## config.mk

```make
export PLATFORM = sky130hd
export DESIGN_NAME = keyed_wdog
export DESIGN_NICKNAME = d
export VERILOG_FILES = /design/src/rtl/wdg_pkg.sv /design/src/rtl/wdg_decode.sv /design/src/rtl/wdg_counter.sv /design/src/rtl/wdg_ctrl.sv /design/src/rtl/keyed_wdog.sv
export SDC_FILE = /design/constraint.sdc
export NUM_CORES = 1
export LEC_CHECK = 0
export ABC_AREA = 1
export BUFFER_PORTS_ARGS = -buffer_cell sky130_fd_sc_hd__clkbuf_2
export CAP_MARGIN = 0
export CORE_ASPECT_RATIO = 0.6
export CORE_UTILIZATION = 31
export CTS_CLUSTER_DIAMETER = 60
export CTS_CLUSTER_SIZE = 24
export DETAILED_ROUTE_END_ITERATION = 10
export GPL_TIMING_DRIVEN = 0
export SLEW_MARGIN = 20
export SYNTH_ARGS = -nofsm -noshare
export SYNTH_HDL_FRONTEND = slang
export SYNTH_HIERARCHICAL = 1
export SYNTH_SLANG_ARGS = --single-unit
```

## constraint.sdc

```tcl
create_clock -name clk -period 1.8 [get_ports clk]
set_input_delay 0.36 -clock clk [delete_from_list [all_inputs] [get_ports clk]]
set_output_delay 0.36 -clock clk [all_outputs]
set_load 0.05 [all_outputs]
```

## src/rtl/wdg_pkg.sv

```systemverilog
package wdg_pkg;
    localparam int DATA_W = 16;
    localparam int REG_N  = 11;

    // register slot numbers; byte offset = slot * 4
    localparam int IX_FEED  = 0;
    localparam int IX_TOUT  = 1;
    localparam int IX_DIS1  = 2;
    localparam int IX_DIS2  = 3;
    localparam int IX_STAT  = 4;
    localparam int IX_CNT   = 5;
    localparam int IX_DBG   = 6;
    localparam int IX_RESUM = 7;
    localparam int IX_EVT   = 8;
    localparam int IX_MASK  = 9;
    localparam int IX_FORCE = 10;

    localparam logic [DATA_W-1:0] KEY_FEED   = 16'hFEED;
    localparam logic [DATA_W-1:0] KEY_ARM    = 16'h2BAD;
    localparam logic [DATA_W-1:0] KEY_KILL   = 16'hCAFE;
    localparam logic [DATA_W-1:0] KEY_RESUME = 16'hACED;
    localparam logic [DATA_W-1:0] KEY_CLEAR  = 16'hE8B4;
    localparam logic [DATA_W-1:0] CODE_OFF   = 16'hDABE;
    localparam logic [DATA_W-1:0] CODE_BITE  = 16'hCFE8;
endpackage

```

## src/rtl/wdg_decode.sv

```systemverilog
module wdg_decode
    import wdg_pkg::*;
#(
    parameter int ADDR_W = 6
) (
    input  logic [ADDR_W-1:0] addr,
    input  logic              wr_en,
    output logic [REG_N-1:0]  hit,
    output logic [REG_N-1:0]  wr_sel
);
    for (genvar g = 0; g < REG_N; g++) begin : g_slot
        assign hit[g]    = (addr == ADDR_W'(g * 4));
        assign wr_sel[g] = wr_en & hit[g];
    end
endmodule

```

## src/rtl/wdg_counter.sv

```systemverilog
module wdg_counter #(
    parameter int CNT_W      = 15,
    parameter int WARN_SHIFT = 3
) (
    input  logic             clk,
    input  logic             rst_n,
    input  logic             tick_en,
    input  logic             run_i,
    input  logic             load_i,
    input  logic [CNT_W-1:0] tout_i,
    output logic [CNT_W-1:0] count_o,
    output logic             warn_o,
    output logic             fire_o,
    output logic             pulse_o
);
    typedef struct packed {
        logic [CNT_W-1:0] cnt;
        logic             pulse;
    } cnt_st_t;

    cnt_st_t          st_d, st_q;
    logic [CNT_W-1:0] dec;
    logic             adv;

    always_comb begin
        st_d       = st_q;
        st_d.pulse = 1'b0;
        dec        = st_q.cnt - CNT_W'(1);
        adv        = !load_i && tick_en && run_i && (st_q.cnt != '0);
        warn_o     = 1'b0;
        fire_o     = 1'b0;
        if (load_i) begin
            st_d.cnt = tout_i;
        end else if (adv) begin
            st_d.cnt   = dec;
            warn_o     = (dec == (tout_i >> WARN_SHIFT));
            fire_o     = (st_q.cnt == CNT_W'(1));
            st_d.pulse = fire_o;
        end
    end

    always_ff @(posedge clk or negedge rst_n) begin
        if (!rst_n) begin
            st_q.cnt   <= '1;
            st_q.pulse <= 1'b0;
        end else begin
            st_q <= st_d;
        end
    end

    assign count_o = st_q.cnt;
    assign pulse_o = st_q.pulse;
endmodule

```

## src/rtl/wdg_ctrl.sv

```systemverilog
module wdg_ctrl
    import wdg_pkg::*;
#(
    parameter int CNT_W = 15
) (
    input  logic              clk,
    input  logic              rst_n,
    input  logic [REG_N-1:0]  hit,
    input  logic [REG_N-1:0]  wr_sel,
    input  logic              rd_en,
    input  logic [DATA_W-1:0] wdata,
    input  logic              tick_en,
    input  logic              dbg_mode_i,
    input  logic [CNT_W-1:0]  count_i,
    input  logic              warn_i,
    input  logic              fire_i,
    output logic              load_o,
    output logic              run_o,
    output logic [CNT_W-1:0]  tout_o,
    output logic [DATA_W-1:0] rdata,
    output logic              irq_o,
    output logic              en_o,
    output logic              arm_o,
    output logic              bite_o
);
    typedef struct packed {
        logic              en;
        logic              arm;
        logic              bite;
        logic              evt;
        logic              mask;
        logic              dbgrun;
        logic [CNT_W-1:0]  tout;
        logic [DATA_W-1:0] rdata;
    } ctl_st_t;

    ctl_st_t st_d, st_q;

    always_comb begin
        st_d   = st_q;
        load_o = wr_sel[IX_FEED] && (wdata == KEY_FEED);

        if (wr_sel[IX_TOUT])  st_d.tout   = wdata[CNT_W-1:0];
        if (wr_sel[IX_DBG])   st_d.dbgrun = wdata[0];
        if (wr_sel[IX_MASK])  st_d.mask   = wdata[0];
        if (wr_sel[IX_DIS1])  st_d.arm    = (wdata == KEY_ARM);
        if (wr_sel[IX_DIS2]) begin
            st_d.arm = 1'b0;
            if (st_q.arm && wdata == KEY_KILL) st_d.en = 1'b0;
        end
        if (wr_sel[IX_RESUM] && wdata == KEY_RESUME) st_d.en   = 1'b1;
        if (wr_sel[IX_STAT] && wdata == KEY_CLEAR)   st_d.bite = 1'b0;
        if (wr_sel[IX_EVT] && wdata[0])              st_d.evt  = 1'b0;
        if ((wr_sel[IX_FORCE] && wdata[0]) || warn_i) st_d.evt = 1'b1;
        if (fire_i) begin
            st_d.en   = 1'b0;
            st_d.bite = 1'b1;
        end

        st_d.rdata = '0;
        if (rd_en) begin
            if (hit[IX_TOUT]) st_d.rdata = DATA_W'(st_q.tout);
            if (hit[IX_DIS2]) st_d.rdata = st_q.en ? '0 : CODE_OFF;
            if (hit[IX_STAT]) st_d.rdata = st_q.bite ? CODE_BITE : '0;
            if (hit[IX_CNT]) begin
                st_d.rdata             = DATA_W'(count_i);
                st_d.rdata[DATA_W-1]   = tick_en;
            end
            if (hit[IX_DBG])  st_d.rdata = {{(DATA_W-2){1'b0}}, dbg_mode_i, st_q.dbgrun};
            if (hit[IX_EVT])  st_d.rdata = {{(DATA_W-1){1'b0}}, st_q.evt};
            if (hit[IX_MASK]) st_d.rdata = {{(DATA_W-1){1'b0}}, st_q.mask};
        end
    end

    always_ff @(posedge clk or negedge rst_n) begin
        if (!rst_n) begin
            st_q.en     <= 1'b1;
            st_q.arm    <= 1'b0;
            st_q.bite   <= 1'b0;
            st_q.evt    <= 1'b0;
            st_q.mask   <= 1'b0;
            st_q.dbgrun <= 1'b0;
            st_q.tout   <= '1;
            st_q.rdata  <= '0;
        end else begin
            st_q <= st_d;
        end
    end

    assign run_o  = st_q.en && (!dbg_mode_i || st_q.dbgrun);
    assign tout_o = st_q.tout;
    assign rdata  = st_q.rdata;
    assign irq_o  = st_q.evt && st_q.mask;
    assign en_o   = st_q.en;
    assign arm_o  = st_q.arm;
    assign bite_o = st_q.bite;
endmodule

```

## src/rtl/keyed_wdog.sv

```systemverilog
module keyed_wdog
    import wdg_pkg::*;
#(
    parameter int ADDR_W     = 6,
    parameter int CNT_W      = 15,
    parameter int WARN_SHIFT = 3
) (
    input  logic              clk,
    input  logic              rst_n,
    input  logic              tick_en,
    input  logic              dbg_mode_i,
    input  logic              wr_en,
    input  logic              rd_en,
    input  logic [ADDR_W-1:0] addr,
    input  logic [DATA_W-1:0] wdata,
    output logic [DATA_W-1:0] rdata,
    output logic              irq_o,
    output logic              rst_req_o
);
    logic [REG_N-1:0] hit, wr_sel;
    logic [CNT_W-1:0] count, tout;
    logic             load, run, warn, fire, en, arm, bite;

    wdg_decode #(.ADDR_W(ADDR_W)) u_dec (
        .addr(addr), .wr_en(wr_en), .hit(hit), .wr_sel(wr_sel)
    );

    wdg_counter #(.CNT_W(CNT_W), .WARN_SHIFT(WARN_SHIFT)) u_cnt (
        .clk(clk), .rst_n(rst_n), .tick_en(tick_en), .run_i(run),
        .load_i(load), .tout_i(tout), .count_o(count), .warn_o(warn),
        .fire_o(fire), .pulse_o(rst_req_o)
    );

    wdg_ctrl #(.CNT_W(CNT_W)) u_ctl (
        .clk(clk), .rst_n(rst_n), .hit(hit), .wr_sel(wr_sel), .rd_en(rd_en),
        .wdata(wdata), .tick_en(tick_en), .dbg_mode_i(dbg_mode_i),
        .count_i(count), .warn_i(warn), .fire_i(fire), .load_o(load),
        .run_o(run), .tout_o(tout), .rdata(rdata), .irq_o(irq_o),
        .en_o(en), .arm_o(arm), .bite_o(bite)
    );
endmodule

```

==> key figures <==
Worst setup path
  – Worst setup EP type: register
  – Worst Path Max Fanout: 5
  – Max incr delay on CP: 0.57 ns
  – Crit path DAT: 2.26 ns
  – WP data required: about 2.0 ns
  – Slowest stage cell, crit path: dfstp_2
  – WS Path Type: reg2reg
  – Critical path, cell by cell: inv_4 > buf_4 > nand2_1 > nor2_2 > nand3b_1 > xor2_2 > nand2_1 > nand3b_1 > nor2_2 > a221o_1
  – Startpoint Class: register

CTS
  – Clock sink total: 53
  – CTS clk-pin slew, worst paths: 0.07 ns
  – CTS tree: yes
  – Clock latency at the later pin of the worst-skew pair: 0.30 ns
  – CTS root buffer: clkbuf_16
  – Cts hold-fix bufs: 0
  – Clock buffer depth: 2
  – H-Tree Depth: 2
  – Cts bufs inserted: 5

Layout
  – Share of cells above drive strength 1: between 40% and 50%
  – Area of the multi-input gates: a little over 0.002 mm2
  – Filler cells: between 1k and 1.5k
  – Commonest non-fill, non-tap cell in the layout: nand2_1
  – Register area: 0.00137 mm2
  – Inserted Diodes: 0
  – Nets: 627
  – Most frequent cells in the layout: 108 x nand2_1, 65 x buf_4, 56 x inv_1, 51 x nor2_1
  – Post-layout util: a little over two fifths
  – Area grow syn2layout: 31.7%

GRT
  – Initial antenna violation count: 0
  – Largest net degree at the start of global routing: 54
  – Vias in the first global route: 3,480
  – Total global-route track usage: about 20%
  – GRT overflow: 0
  – First-pass GRT wire length: 19,000 um

Timing
  – Slew Limit Fails: 0
  – RSZ-0062 raised after global routing: yes
  – Max-slew headroom at the worst pin: a little over 50%
  – Setup violations, final: 19
  – WHS: roughly 0.15 ns
  – Setup WS post-layout: -0.270 ns
  – Clk_skew: 0.00414 ns
  – Max Freq: ~480 MHz
  – Hold Vio Cnt, Final: 0
  – Fin crit share: 115%
  – Period minus WS final: 2.07 ns
  – Least-Margin Pin Slew: 0.734 ns

Drt
  – WL final: 12,200 um
  – Wire per inst: 16.1 um
  – Final antenna-violating net count: 0
  – Post-DR vias/cell: 5.02
  – Via count: 3,802
  – DRT iter0 DRCs: 477
  – DRC viols: 0
  – Detailed Routing Iterations Pass 1: 5

Place
  – I/O Buffers: 44
  – DP HPWL: 9060 um
  – GPL Wtd Cong: 0.932

Run
  – Max-cap viol count: 0

Logic synthesis
  – Mean area per synthesized cell: approximately 7.4 um2
  – Post-Syn Instances: 510
  – Syn_nets: 540
  – Synth Cell Area: 0.00379 mm2
  – Syn. warnings: 6

Power
  – Post-layout power: about 0.0030 W
  – Clock group share of total power: 34.8%
  – Gate power share: 18.1%
  – Maximum vdd drop: 0.000381 V
  – Flop pwr share: between 40% and 50%
  – Switching share of power: 29.3%
  – Pint: 0.00210 W
  – Lkg Pwr: 2.40 nW
  – Pwr dens: a little under 600 mW/mm2
  – Psw: just under 0.0009 W

Floorplanning
  – Die height: 87.6 um
  – Die boundary width: between 100 and 150 um
  – IO Count: 46
  – Die ar.: 0.0127 mm2
  – Starting Density: 32.6%
  – # rows: 30
  – Total core area: 0.0116 mm2

Outcome
  – Outcome: finished with violations
  – Failing checks: setup timing

Hold path
  – Hold WC Path Type: in2async
-- worst paths after layout --
path,to,cells past startpoint,slack [ns],from
setup / recovery,u_ctl/st_q[33]$_DFFE_PN0P_,10,-0.27,u_cnt/count_o[0]$_DFFE_PN1P_
hold / removal,u_cnt/pulse_o$_DFF_PN0_,1,0.15,rst_n
setup reg to reg,u_ctl/st_q[33]$_DFFE_PN0P_,10,-0.27,u_cnt/count_o[0]$_DFFE_PN1P_
hold reg to reg,u_ctl/tout_o[12]$_DFFE_PN1P_,2,0.50,u_ctl/tout_o[12]$_DFFE_PN1P_
max in group asynchronous,u_ctl/rdata[10]$_DFF_PN0_,1,1.18,rst_n
min in group clk,u_ctl/tout_o[9]$_DFFE_PN1P_,3,0.27,wdata[9]
-- critical path: cells and delay by family, from the launching register on --
kind / cells / cell delay (ns)
AND/OR/NAND/NOR: 6 / 0.67
AO/OA/AOI/OAI: 1 / 0.25
buffers and inverters: 2 / 0.19
flip-flops: 1 / 0.57
XOR/XNOR: 1 / 0.28
-- flip-flops by register name (all words and copies together), names as in the netlist --
name and count:
u_ctl/arm_o 1, u_ctl/st_q 3, u_ctl/tout_o 15, u_ctl/en_o 1
u_ctl/bite_o 1, u_ctl/rdata 16, u_cnt/pulse_o 1, u_cnt/count_o 15
-- per-stage QoR --
| stage | std cells | setup slack [ns] | TNS (ns) | cell area [um2] |
|---|---|---|---|---|
| after floorplan | 510 | -0.286 | -0.895 | 3810 |
| after global placement | 714 | -0.837 | -10.85 | 4230 |
| after detailed placement | 714 | -0.825 | -10.81 | 4240 |
| after CTS | 742 | -0.204 | -1.23 | 4710 |
| after global routing | 758 | -0.352 | -3.36 | 4980 |
| final | 758 | -0.270 | -2.18 | 4980 |
-- layer usage --
| layer | vias up | routed length (um) | global-route usage, % |
|---|---|---|---|
| li1 | 1791 | - | - |
| met1 | 1815 | 6270 | 32.7 |
| met2 | 181 | 4530 | 26.2 |
| met3 | 15 | 1280 | 5.19 |
| met4 | 0 | 140 | 5.26 |
| met5 | - | 0 | 0 |
-- repair_timing --
| item | 4_1_cts | 5_1_grt |
|---|---|---|
| setup endpoints to repair | 19 | 32 |
| gates resized for setup | 31 | 54 |
| setup buffers | 20 | 17 |
| pin swaps | 10 | 17 |
| gates cloned | 1 | 0 |
-- area by class of cell --
class | count | share of cell area [%]
Inverter | 71 | 5.97
Timing Repair Buffer | 81 | 11.6
Sequential cell | 53 | 27.4
Tap cell | 160 | 4.02
Clock buffer | 6 | 2.79
Buffer | 40 | 6.50
Multi-Input combinational cell | 345 | 41.5
Clock inverter | 2 | 0.251
-- power by group through the flow --
stage	combinational, W	sequential (W)	clock, W
3_3_place_gp	0.000467	0.00142	0
2_1_floorplan	0.000328	0.00137	0
4_1_cts	0.000500	0.00140	0.00105
6_report	0.000537	0.00140	0.00103
3_5_place_dp	0.000478	0.00142	0
5_1_grt	0.000589	0.00141	0.00110
No activity file was read; power rests on OpenSTA's default activity.
